--- src/rtl/adcw_pkg.sv ---
package adcw_pkg;

    typedef enum logic [0:0] {
        BUS_IDLE = 1'b0,
        BUS_OPEN = 1'b1
    } bus_state_e;

    // one bus event per clock: request taken, completion seen
    typedef struct packed {
        logic taken;
        logic acked;
    } bus_evt_t;

    // a batch may start on a full batch, or on any leftover once capture is over
    function automatic logic batch_ready(input logic at_thr,
                                         input logic capture_over,
                                         input logic fifo_empty);
        return at_thr | (capture_over & ~fifo_empty);
    endfunction

endpackage

--- src/rtl/adcw_fifo.sv ---
module adcw_fifo #(
    parameter int DATA_W = 8,
    parameter int DEPTH  = 16,
    localparam int AW    = $clog2(DEPTH),
    localparam int LVL_W = AW + 1
) (
    input  logic              clk,
    input  logic              rst,
    input  logic              push,
    input  logic [DATA_W-1:0] din,
    input  logic              pop,
    output logic [DATA_W-1:0] dout,
    output logic              full,
    output logic              empty,
    output logic [LVL_W-1:0]  level
);
    logic [DATA_W-1:0] store [DEPTH];
    logic [AW:0]       wr_ptr;
    logic [AW:0]       rd_ptr;

    assign level = wr_ptr - rd_ptr;
    assign empty = (wr_ptr == rd_ptr);
    assign full  = (wr_ptr[AW] != rd_ptr[AW]) && (wr_ptr[AW-1:0] == rd_ptr[AW-1:0]);
    assign dout  = store[rd_ptr[AW-1:0]];

    always_ff @(posedge clk) begin
        if (push && !full) begin
            store[wr_ptr[AW-1:0]] <= din;
        end
    end

    always_ff @(posedge clk) begin
        if (rst) begin
            wr_ptr <= '0;
            rd_ptr <= '0;
        end else begin
            if (push && !full) begin
                wr_ptr <= wr_ptr + 1'b1;
            end
            if (pop && !empty) begin
                rd_ptr <= rd_ptr + 1'b1;
            end
        end
    end
endmodule

--- src/rtl/adcw_capture.sv ---
module adcw_capture #(
    parameter int LEN_W = 12
) (
    input  logic             clk,
    input  logic             rst,
    input  logic             start_ok,
    input  logic [LEN_W-1:0] cfg_len,
    input  logic             strobe,
    input  logic             fifo_full,
    output logic             push,
    output logic             capturing,
    output logic             overflow
);
    logic [LEN_W-1:0] stored;
    logic [LEN_W-1:0] run_len;

    assign push = capturing && strobe && !fifo_full;

    always_ff @(posedge clk) begin
        if (rst) begin
            stored    <= '0;
            run_len   <= '0;
            capturing <= 1'b0;
            overflow  <= 1'b0;
        end else if (start_ok) begin
            stored    <= '0;
            run_len   <= cfg_len;
            capturing <= (cfg_len != '0);
            overflow  <= 1'b0;
        end else begin
            if (push) begin
                stored <= stored + 1'b1;
                if (stored + 1'b1 == run_len) begin
                    capturing <= 1'b0;
                end
            end
            if (capturing && strobe && fifo_full) begin
                overflow <= 1'b1;
            end
        end
    end
endmodule

--- src/rtl/adcw_wb_engine.sv ---
module adcw_wb_engine
    import adcw_pkg::*;
#(
    parameter int ADDR_W    = 16,
    parameter int DATA_W    = 8,
    parameter int LEN_W     = 12,
    parameter int LVL_W     = 5,
    parameter int BURST_THR = 4,
    parameter int MAX_OUT   = 4,
    localparam int OUT_W    = $clog2(MAX_OUT + 1)
) (
    input  logic              clk,
    input  logic              rst,
    input  logic              start_ok,
    input  logic [ADDR_W-1:0] cfg_base,
    input  logic [LEN_W-1:0]  cfg_len,
    input  logic              capturing,
    input  logic              fifo_empty,
    input  logic [LVL_W-1:0]  fifo_level,
    input  logic [DATA_W-1:0] fifo_dout,
    output logic              pop,
    output logic              wb_cyc,
    output logic              wb_stb,
    output logic              wb_we,
    output logic [ADDR_W-1:0] wb_adr,
    output logic [DATA_W-1:0] wb_dat_o,
    input  logic              wb_stall,
    input  logic              wb_ack,
    output logic              done
);
    localparam logic [LVL_W-1:0] THR_LVL = LVL_W'(BURST_THR);
    localparam logic [OUT_W-1:0] OUT_LIM = OUT_W'(MAX_OUT);

    bus_state_e        state_q, state_d;
    bus_evt_t          evt;
    logic [ADDR_W-1:0] base_q;
    logic [LEN_W-1:0]  len_q;
    logic [LEN_W-1:0]  issued_q;
    logic [LEN_W-1:0]  acked_q;
    logic [OUT_W-1:0]  out_q, out_d;
    logic              go;

    assign wb_cyc   = (state_q == BUS_OPEN);
    assign wb_we    = wb_cyc;
    assign wb_stb   = wb_cyc && !fifo_empty && (out_q < OUT_LIM);
    assign wb_adr   = base_q + ADDR_W'(issued_q);
    assign wb_dat_o = fifo_dout;

    assign evt.taken = wb_stb && !wb_stall;
    assign evt.acked = wb_cyc && wb_ack;
    assign pop       = evt.taken;

    assign go = batch_ready(fifo_level >= THR_LVL, !capturing, fifo_empty);

    always_comb begin
        case (evt)
            2'b10:   out_d = out_q + 1'b1;
            2'b01:   out_d = out_q - 1'b1;
            default: out_d = out_q;
        endcase
    end

    always_comb begin
        state_d = state_q;
        case (state_q)
            BUS_IDLE: if (go) state_d = BUS_OPEN;
            BUS_OPEN: if (fifo_empty && (out_d == '0)) state_d = BUS_IDLE;
            default:  state_d = BUS_IDLE;
        endcase
    end

    always_ff @(posedge clk) begin
        if (rst) begin
            state_q  <= BUS_IDLE;
            out_q    <= '0;
            base_q   <= '0;
            len_q    <= '0;
            issued_q <= '0;
            acked_q  <= '0;
            done     <= 1'b0;
        end else begin
            state_q <= state_d;
            out_q   <= out_d;
            if (start_ok) begin
                base_q   <= cfg_base;
                len_q    <= cfg_len;
                issued_q <= '0;
                acked_q  <= '0;
                done     <= (cfg_len == '0);
            end else begin
                if (evt.taken) begin
                    issued_q <= issued_q + 1'b1;
                end
                if (evt.acked) begin
                    acked_q <= acked_q + 1'b1;
                    if (acked_q + 1'b1 == len_q) begin
                        done <= 1'b1;
                    end
                end
            end
        end
    end
endmodule

--- src/rtl/adc_burst_writer.sv ---
module adc_burst_writer #(
    parameter int ADDR_W     = 16,
    parameter int DATA_W     = 8,
    parameter int LEN_W      = 12,
    parameter int FIFO_DEPTH = 16,
    parameter int BURST_THR  = 4,
    parameter int MAX_OUT    = 4,
    localparam int LVL_W     = $clog2(FIFO_DEPTH) + 1
) (
    input  logic              clk,
    input  logic              rst,
    input  logic              start,
    input  logic [ADDR_W-1:0] cfg_base,
    input  logic [LEN_W-1:0]  cfg_len,
    input  logic [DATA_W-1:0] adc_data,
    input  logic              adc_strobe,
    output logic              wb_cyc,
    output logic              wb_stb,
    output logic              wb_we,
    output logic [ADDR_W-1:0] wb_adr,
    output logic [DATA_W-1:0] wb_dat_o,
    input  logic              wb_stall,
    input  logic              wb_ack,
    output logic              done,
    output logic              overflow
);
    logic              push, pop, full, empty, capturing, start_ok;
    logic [DATA_W-1:0] head;
    logic [LVL_W-1:0]  level;

    assign start_ok = start && !capturing && !wb_cyc && empty;

    adcw_capture #(.LEN_W(LEN_W)) capture_i (
        .clk       (clk),
        .rst       (rst),
        .start_ok  (start_ok),
        .cfg_len   (cfg_len),
        .strobe    (adc_strobe),
        .fifo_full (full),
        .push      (push),
        .capturing (capturing),
        .overflow  (overflow)
    );

    adcw_fifo #(.DATA_W(DATA_W), .DEPTH(FIFO_DEPTH)) fifo_i (
        .clk   (clk),
        .rst   (rst),
        .push  (push),
        .din   (adc_data),
        .pop   (pop),
        .dout  (head),
        .full  (full),
        .empty (empty),
        .level (level)
    );

    adcw_wb_engine #(
        .ADDR_W    (ADDR_W),
        .DATA_W    (DATA_W),
        .LEN_W     (LEN_W),
        .LVL_W     (LVL_W),
        .BURST_THR (BURST_THR),
        .MAX_OUT   (MAX_OUT)
    ) engine_i (
        .clk        (clk),
        .rst        (rst),
        .start_ok   (start_ok),
        .cfg_base   (cfg_base),
        .cfg_len    (cfg_len),
        .capturing  (capturing),
        .fifo_empty (empty),
        .fifo_level (level),
        .fifo_dout  (head),
        .pop        (pop),
        .wb_cyc     (wb_cyc),
        .wb_stb     (wb_stb),
        .wb_we      (wb_we),
        .wb_adr     (wb_adr),
        .wb_dat_o   (wb_dat_o),
        .wb_stall   (wb_stall),
        .wb_ack     (wb_ack),
        .done       (done)
    );
endmodule

--- config.mk ---
export PLATFORM = sky130hd
export DESIGN_NAME = adc_burst_writer
export DESIGN_NICKNAME = d
export VERILOG_FILES = /design/src/rtl/adcw_pkg.sv /design/src/rtl/adcw_fifo.sv /design/src/rtl/adcw_capture.sv /design/src/rtl/adcw_wb_engine.sv /design/src/rtl/adc_burst_writer.sv
export SDC_FILE = /design/constraint.sdc
export NUM_CORES = 1
export LEC_CHECK = 0
export BUFFER_PORTS_ARGS = -buffer_cell sky130_fd_sc_hd__buf_2
export CORE_AREA = 3 3 131 146
export DETAILED_ROUTE_END_ITERATION = 7
export DIE_AREA = 0 0 134 149
export GPL_ROUTABILITY_DRIVEN = 0
export GPL_TIMING_DRIVEN = 0
export PLACE_DENSITY_LB_ADDON = 0.15
export SLEW_MARGIN = 30
export SYNTH_ARGS = -nofsm -noshare
export SYNTH_HDL_FRONTEND = slang
export SYNTH_SLANG_ARGS = --single-unit
--- constraint.sdc ---
create_clock -name clk -period 4.3 [get_ports clk]
set_input_delay 0.86 -clock clk [delete_from_list [all_inputs] [get_ports clk]]
set_output_delay 0.86 -clock clk [all_outputs]
set_load 0.02 [all_outputs]
==> report_table.html <==
<table>
<tr><th>Metric</th><th>Value</th></tr>
<tr><th colspan="2">STA</th></tr>
<tr><td>Post-route clock skew</td><td>0.0155 ns</td></tr>
<tr><td>Max Fclk</td><td>246 MHz</td></tr>
<tr><td>Fin crit share</td><td>0.945</td></tr>
<tr><td>Final min period</td><td>4.07 ns</td></tr>
<tr><td>Final Setup Violations</td><td>0</td></tr>
<tr><td>Endpoints failing hold</td><td>0</td></tr>
<tr><td>Rel. slew slack</td><td>0.405</td></tr>
<tr><td>RSZ-0062 raised after global routing</td><td>no</td></tr>
<tr><td>Actual transition at the worst max-transition pin</td><td>0.889 ns</td></tr>
<tr><td>Fin Hold WS</td><td>0.460 ns</td></tr>
<tr><td>Max-slew violation count</td><td>0</td></tr>
<tr><td>Setup Total Neg Slack</td><td>0 ns</td></tr>
<tr><th colspan="2">Route</th></tr>
<tr><td>Detailed-route DRC error count</td><td>0</td></tr>
<tr><td>Routed via count</td><td>6506</td></tr>
<tr><td>Average routed wire per standard cell</td><td>18.7 µm</td></tr>
<tr><td>DR pass1 iterations</td><td>5</td></tr>
<tr><td>Number of nets with antenna violations after detailed routing</td><td>0</td></tr>
<tr><td>First DRT Iteration DRCs</td><td>382</td></tr>
<tr><td>Routed wire length</td><td>21600 µm</td></tr>
<tr><td>Routed via count divided by cell count</td><td>5.62</td></tr>
<tr><th colspan="2">Floorplan</th></tr>
<tr><td>Starting Density</td><td>0.551</td></tr>
<tr><td>Area of the die</td><td>20000 µm²</td></tr>
<tr><td>Core Region</td><td>17700 µm²</td></tr>
<tr><td>Die Height</td><td>149 µm</td></tr>
<tr><td>DIE WIDTH</td><td>134 µm</td></tr>
<tr><td>Std cell rows</td><td>51</td></tr>
<tr><td>Top-level port count</td><td>71</td></tr>
<tr><th colspan="2">Clock tree</th></tr>
<tr><td># H-tree levels</td><td>1</td></tr>
<tr><td>CTS Buf Count</td><td>23</td></tr>
<tr><td>CTS tree</td><td>built</td></tr>
<tr><td>Hold buffer count at cts</td><td>0</td></tr>
<tr><td>Number of post-CTS setup repair buffers</td><td>0</td></tr>
<tr><td>Maximum root-to-sink buffer count</td><td>3</td></tr>
<tr><td>Clock Pin Slew Worst Setup and Hold Paths</td><td>0.06 ns</td></tr>
<tr><td>Clock latency at the later pin of the worst-skew pair</td><td>0.51 ns</td></tr>
<tr><td>PostCTS Resize Cnt</td><td>0</td></tr>
<tr><td>CTS sink cnt</td><td>213</td></tr>
<tr><td>Buffer type at the clock tree root</td><td>sky130_fd_sc_hd__clkbuf_16</td></tr>
<tr><th colspan="2">Outcome</th></tr>
<tr><td>Result of the run</td><td>complete, no violations</td></tr>
<tr><th colspan="2">Layout</th></tr>
<tr><td>Fill count</td><td>1403</td></tr>
<tr><td>Highest-count cells in the layout ignoring fill and taps</td><td>128 x sky130_fd_sc_hd__edfxtp_1, 91 x sky130_fd_sc_hd__nand2_1, 85 x sky130_fd_sc_hd__dfxtp_1</td></tr>
<tr><td>Number of nets at the end of the flow</td><td>971</td></tr>
<tr><td>Ratio of cells with drive above 1 in the final layout</td><td>0.178</td></tr>
<tr><td># diodes</td><td>0</td></tr>
<tr><td>Most common cell after layout, fill and taps aside</td><td>sky130_fd_sc_hd__edfxtp_1</td></tr>
<tr><td>Area growth from synthesis to layout</td><td>14.0%</td></tr>
<tr><td>Non-Filler Cell Area, Final</td><td>11100 µm²</td></tr>
<tr><th colspan="2">Global route</th></tr>
<tr><td>Maximum number of pins on one net before global-route repair</td><td>17</td></tr>
<tr><td>Overflow left after global routing</td><td>0</td></tr>
<tr><td>Vias in the first global route</td><td>6606</td></tr>
<tr><td>Global Route Usage Sum</td><td>0.221</td></tr>
<tr><td>Number of antenna violations at the first check in global routing</td><td>1</td></tr>
<tr><td>First-pass GRT wire length</td><td>34800 µm</td></tr>
<tr><th colspan="2">Power</th></tr>
<tr><td>Sw frac</td><td>0.250</td></tr>
<tr><td>Total power density per cell area</td><td>410 nW/µm²</td></tr>
<tr><td>Total power</td><td>4550 µW</td></tr>
<tr><td>Relative contribution of sequential cells to total power</td><td>0.498</td></tr>
<tr><td>Switching pwr</td><td>1140 µW</td></tr>
<tr><td>Clock network fraction of total power</td><td>0.398</td></tr>
<tr><td>Leakage power figure</td><td>0.00381 µW</td></tr>
<tr><td>Relative contribution of combinational cells to total power</td><td>0.104</td></tr>
<tr><td>Cell-internal power</td><td>3410 µW</td></tr>
<tr><td>Peak supply drop</td><td>281 µV</td></tr>
<tr><th colspan="2">Synthesis</th></tr>
<tr><td>Proportion of synthesized chip area in sequential cells</td><td>0.569</td></tr>
<tr><td>Count of mapped cells out of synthesis</td><td>808</td></tr>
<tr><td>Share of flip-flops with an asynchronous set or reset after synthesis</td><td>0</td></tr>
<tr><td>Mapped cell area</td><td>9740 µm²</td></tr>
<tr><td>Mean area per synthesized cell</td><td>12.1 µm²</td></tr>
<tr><td>Yosys warning total</td><td>0</td></tr>
<tr><td>Primary flip-flop cell chosen by synthesis mapping</td><td>sky130_fd_sc_hd__edfxtp_1</td></tr>
<tr><td>FF+latch count, synth</td><td>213</td></tr>
<tr><td>Synthesized netlist net count</td><td>877</td></tr>
<tr><td>Post-synthesis cell type count</td><td>56</td></tr>
<tr><td>Number of enable-type register cells in the synthesized netlist</td><td>128</td></tr>
<tr><th colspan="2">Placed design</th></tr>
<tr><td>Count of input and output buffers</td><td>69</td></tr>
<tr><td>DP Wirelength</td><td>15400 µm</td></tr>
<tr><td>Area after DPL</td><td>10400 µm²</td></tr>
<tr><th colspan="2">Critical path</th></tr>
<tr><td>Type of origin of the critical path</td><td>flop</td></tr>
<tr><td>Peak per-stage delay on the critical path</td><td>0.42 ns</td></tr>
<tr><td>CP Class</td><td>flop to output port</td></tr>
<tr><td>Standard cell with the maximum stage delay on the critical path</td><td>sky130_fd_sc_hd__o311ai_0</td></tr>
<tr><td>Crit path cell chain</td><td>ha_1 &gt; inv_1 &gt; fa_1 &gt; nor2b_1 &gt; o21a_1 &gt; o31ai_1 &gt; a21oi_1 &gt; or2_2 &gt; o311ai_0 &gt; buf_2</td></tr>
<tr><td>CP Data Arrival Time</td><td>3.21 ns</td></tr>
<tr><td>Sort of element at the end of the critical path</td><td>output port</td></tr>
<tr><td>Critical path peak fanout</td><td>5</td></tr>
<tr><td>Required time worst endpoint</td><td>3.44 ns</td></tr>
<tr><th colspan="2">Flow run</th></tr>
<tr><td>Max-cap violations</td><td>0</td></tr>
<tr><th colspan="2">Hold path</th></tr>
<tr><td>Worst Hold Class</td><td>flop to flop</td></tr>
</table>
==> final timing paths <==
path | from | to | slack [ns] | depth (start not counted)
setup / recovery | engine_i.issued_q[0]$_SDFFE_PP0P_ | wb_adr[14] | 0.23 | 10
hold / removal | engine_i.base_q[11]$_SDFFE_PP0P_ | engine_i.base_q[11]$_SDFFE_PP0P_ | 0.46 | 2
setup reg to reg | fifo_i.wr_ptr[0]$_SDFFE_PP0P_ | fifo_i.store[9][6]$_DFFE_PP_ | 0.83 | 8
hold reg to reg | engine_i.base_q[11]$_SDFFE_PP0P_ | engine_i.base_q[11]$_SDFFE_PP0P_ | 0.46 | 2
==> area by class of cell <==
type | instances | area [µm²] | area share
timing repair buffer | 69 | 345 | 0.0311
sequential | 213 | 5550 | 0.499
inverter | 21 | 78.8 | 0.00710
multi-input combinational | 538 | 3980 | 0.359
clock inverter | 14 | 82.6 | 0.00744
clock buffer | 28 | 614 | 0.0553
buffer | 36 | 158 | 0.0142
tap | 238 | 298 | 0.0268
==> per-stage QoR <==
step | utilization | setup WS, ns | instances
6_report | 0.628 | 0.235 | 1157
5_1_grt | 0.628 | 0.0185 | 1157
4_1_cts | 0.628 | 0.196 | 1157
3_5_place_dp | 0.589 | 0.776 | 1115
3_3_place_gp | 0.588 | 0.616 | 1115
2_1_floorplan | - | 0.813 | 808
==> synth_stat cells (3+ instances only) <==
cell | number | area (µm²)
sky130_fd_sc_hd__edfxtp_1 | 128 | 3840
sky130_fd_sc_hd__nand2_1 | 91 | 342
sky130_fd_sc_hd__dfxtp_1 | 85 | 1700
sky130_fd_sc_hd__nor2_1 | 85 | 319
sky130_fd_sc_hd__xnor2_1 | 57 | 499
sky130_fd_sc_hd__a21oi_1 | 54 | 270
sky130_fd_sc_hd__mux4_2 | 40 | 901
sky130_fd_sc_hd__xor2_1 | 26 | 228
sky130_fd_sc_hd__ha_1 | 25 | 313
sky130_fd_sc_hd__clkbuf_1 | 22 | 82.6
sky130_fd_sc_hd__inv_1 | 21 | 78.8
sky130_fd_sc_hd__nor3_1 | 18 | 90.1
sky130_fd_sc_hd__o21ai_0 | 18 | 90.1
sky130_fd_sc_hd__nand3_1 | 17 | 85.1
sky130_fd_sc_hd__nand4_1 | 14 | 87.6
sky130_fd_sc_hd__nand2b_1 | 9 | 56.3
sky130_fd_sc_hd__or3_1 | 7 | 43.8
sky130_fd_sc_hd__and2_1 | 6 | 37.5
sky130_fd_sc_hd__buf_2 | 6 | 30.0
sky130_fd_sc_hd__nor4_1 | 6 | 37.5
sky130_fd_sc_hd__and3_1 | 5 | 31.3
sky130_fd_sc_hd__buf_1 | 5 | 18.8
sky130_fd_sc_hd__nor2b_1 | 5 | 31.3
sky130_fd_sc_hd__o21a_1 | 5 | 37.5
sky130_fd_sc_hd__a31oi_1 | 4 | 25.0
sky130_fd_sc_hd__a211oi_1 | 3 | 22.5
sky130_fd_sc_hd__nor3b_1 | 3 | 22.5
sky130_fd_sc_hd__o21bai_1 | 3 | 22.5
sky130_fd_sc_hd__o31ai_1 | 3 | 22.5
sky130_fd_sc_hd__or4_1 | 3 | 22.5
==> state kept, by name (all words and copies together), names as in the netlist, named ones only <==
name	cells
engine_i.out_q	3
engine_i.done	1
capture_i.overflow	1
engine_i.wb_cyc	1
capture_i.stored	12
fifo_i.rd_ptr	5
engine_i.base_q	16
capture_i.run_len	12
engine_i.acked_q	12
fifo_i.wr_ptr	5
fifo_i.store	128
engine_i.issued_q	12
capture_i.capturing	1
==> power by group through the flow <==
stage / clock network [µW] / logic, µW / registers, µW
floorplan: 0 / 318 / 2290
global placement: 0 / 455 / 2300
detailed placement: 0 / 473 / 2310
CTS: 1860 / 476 / 2260
global route: 1940 / 524 / 2270
finish: 1810 / 474 / 2260
==> logic make-up after synthesis <==
logic type / share of synthesized area
AOI/OAI and AO/OA: 0.0700
buffers and inverters: 0.0243
and+or+nand+nor: 0.132
DFF: 0.569
xor gates and xnor gates: 0.0746
adders and majority gates: 0.0362
muxes: 0.0935
==> layer usage <==
| layer | GRT usage | up-vias | part of all wire |
|---|---|---|---|
| met2 | 0.398 | 168 | 0.52 |
| li1 | - | 3121 | - |
| met4 | 0.0622 | 2 | 0.018 |
| met5 | 0 | - | 0.00032 |
| met1 | 0.275 | 3182 | 0.41 |
| met3 | 0.0378 | 33 | 0.052 |
==> worst max-delay path, delay by kind of cell (launching register included) <==
kind	cells	cell delay (ns)
AO/OA/AOI/OAI	4	1.14
buffers and inverters	2	0.32
adder cells (fa/ha/maj)	2	0.46
flip-flops	1	0.37
AND/OR/NAND/NOR	2	0.41
Power figures use the tool's default switching activity.
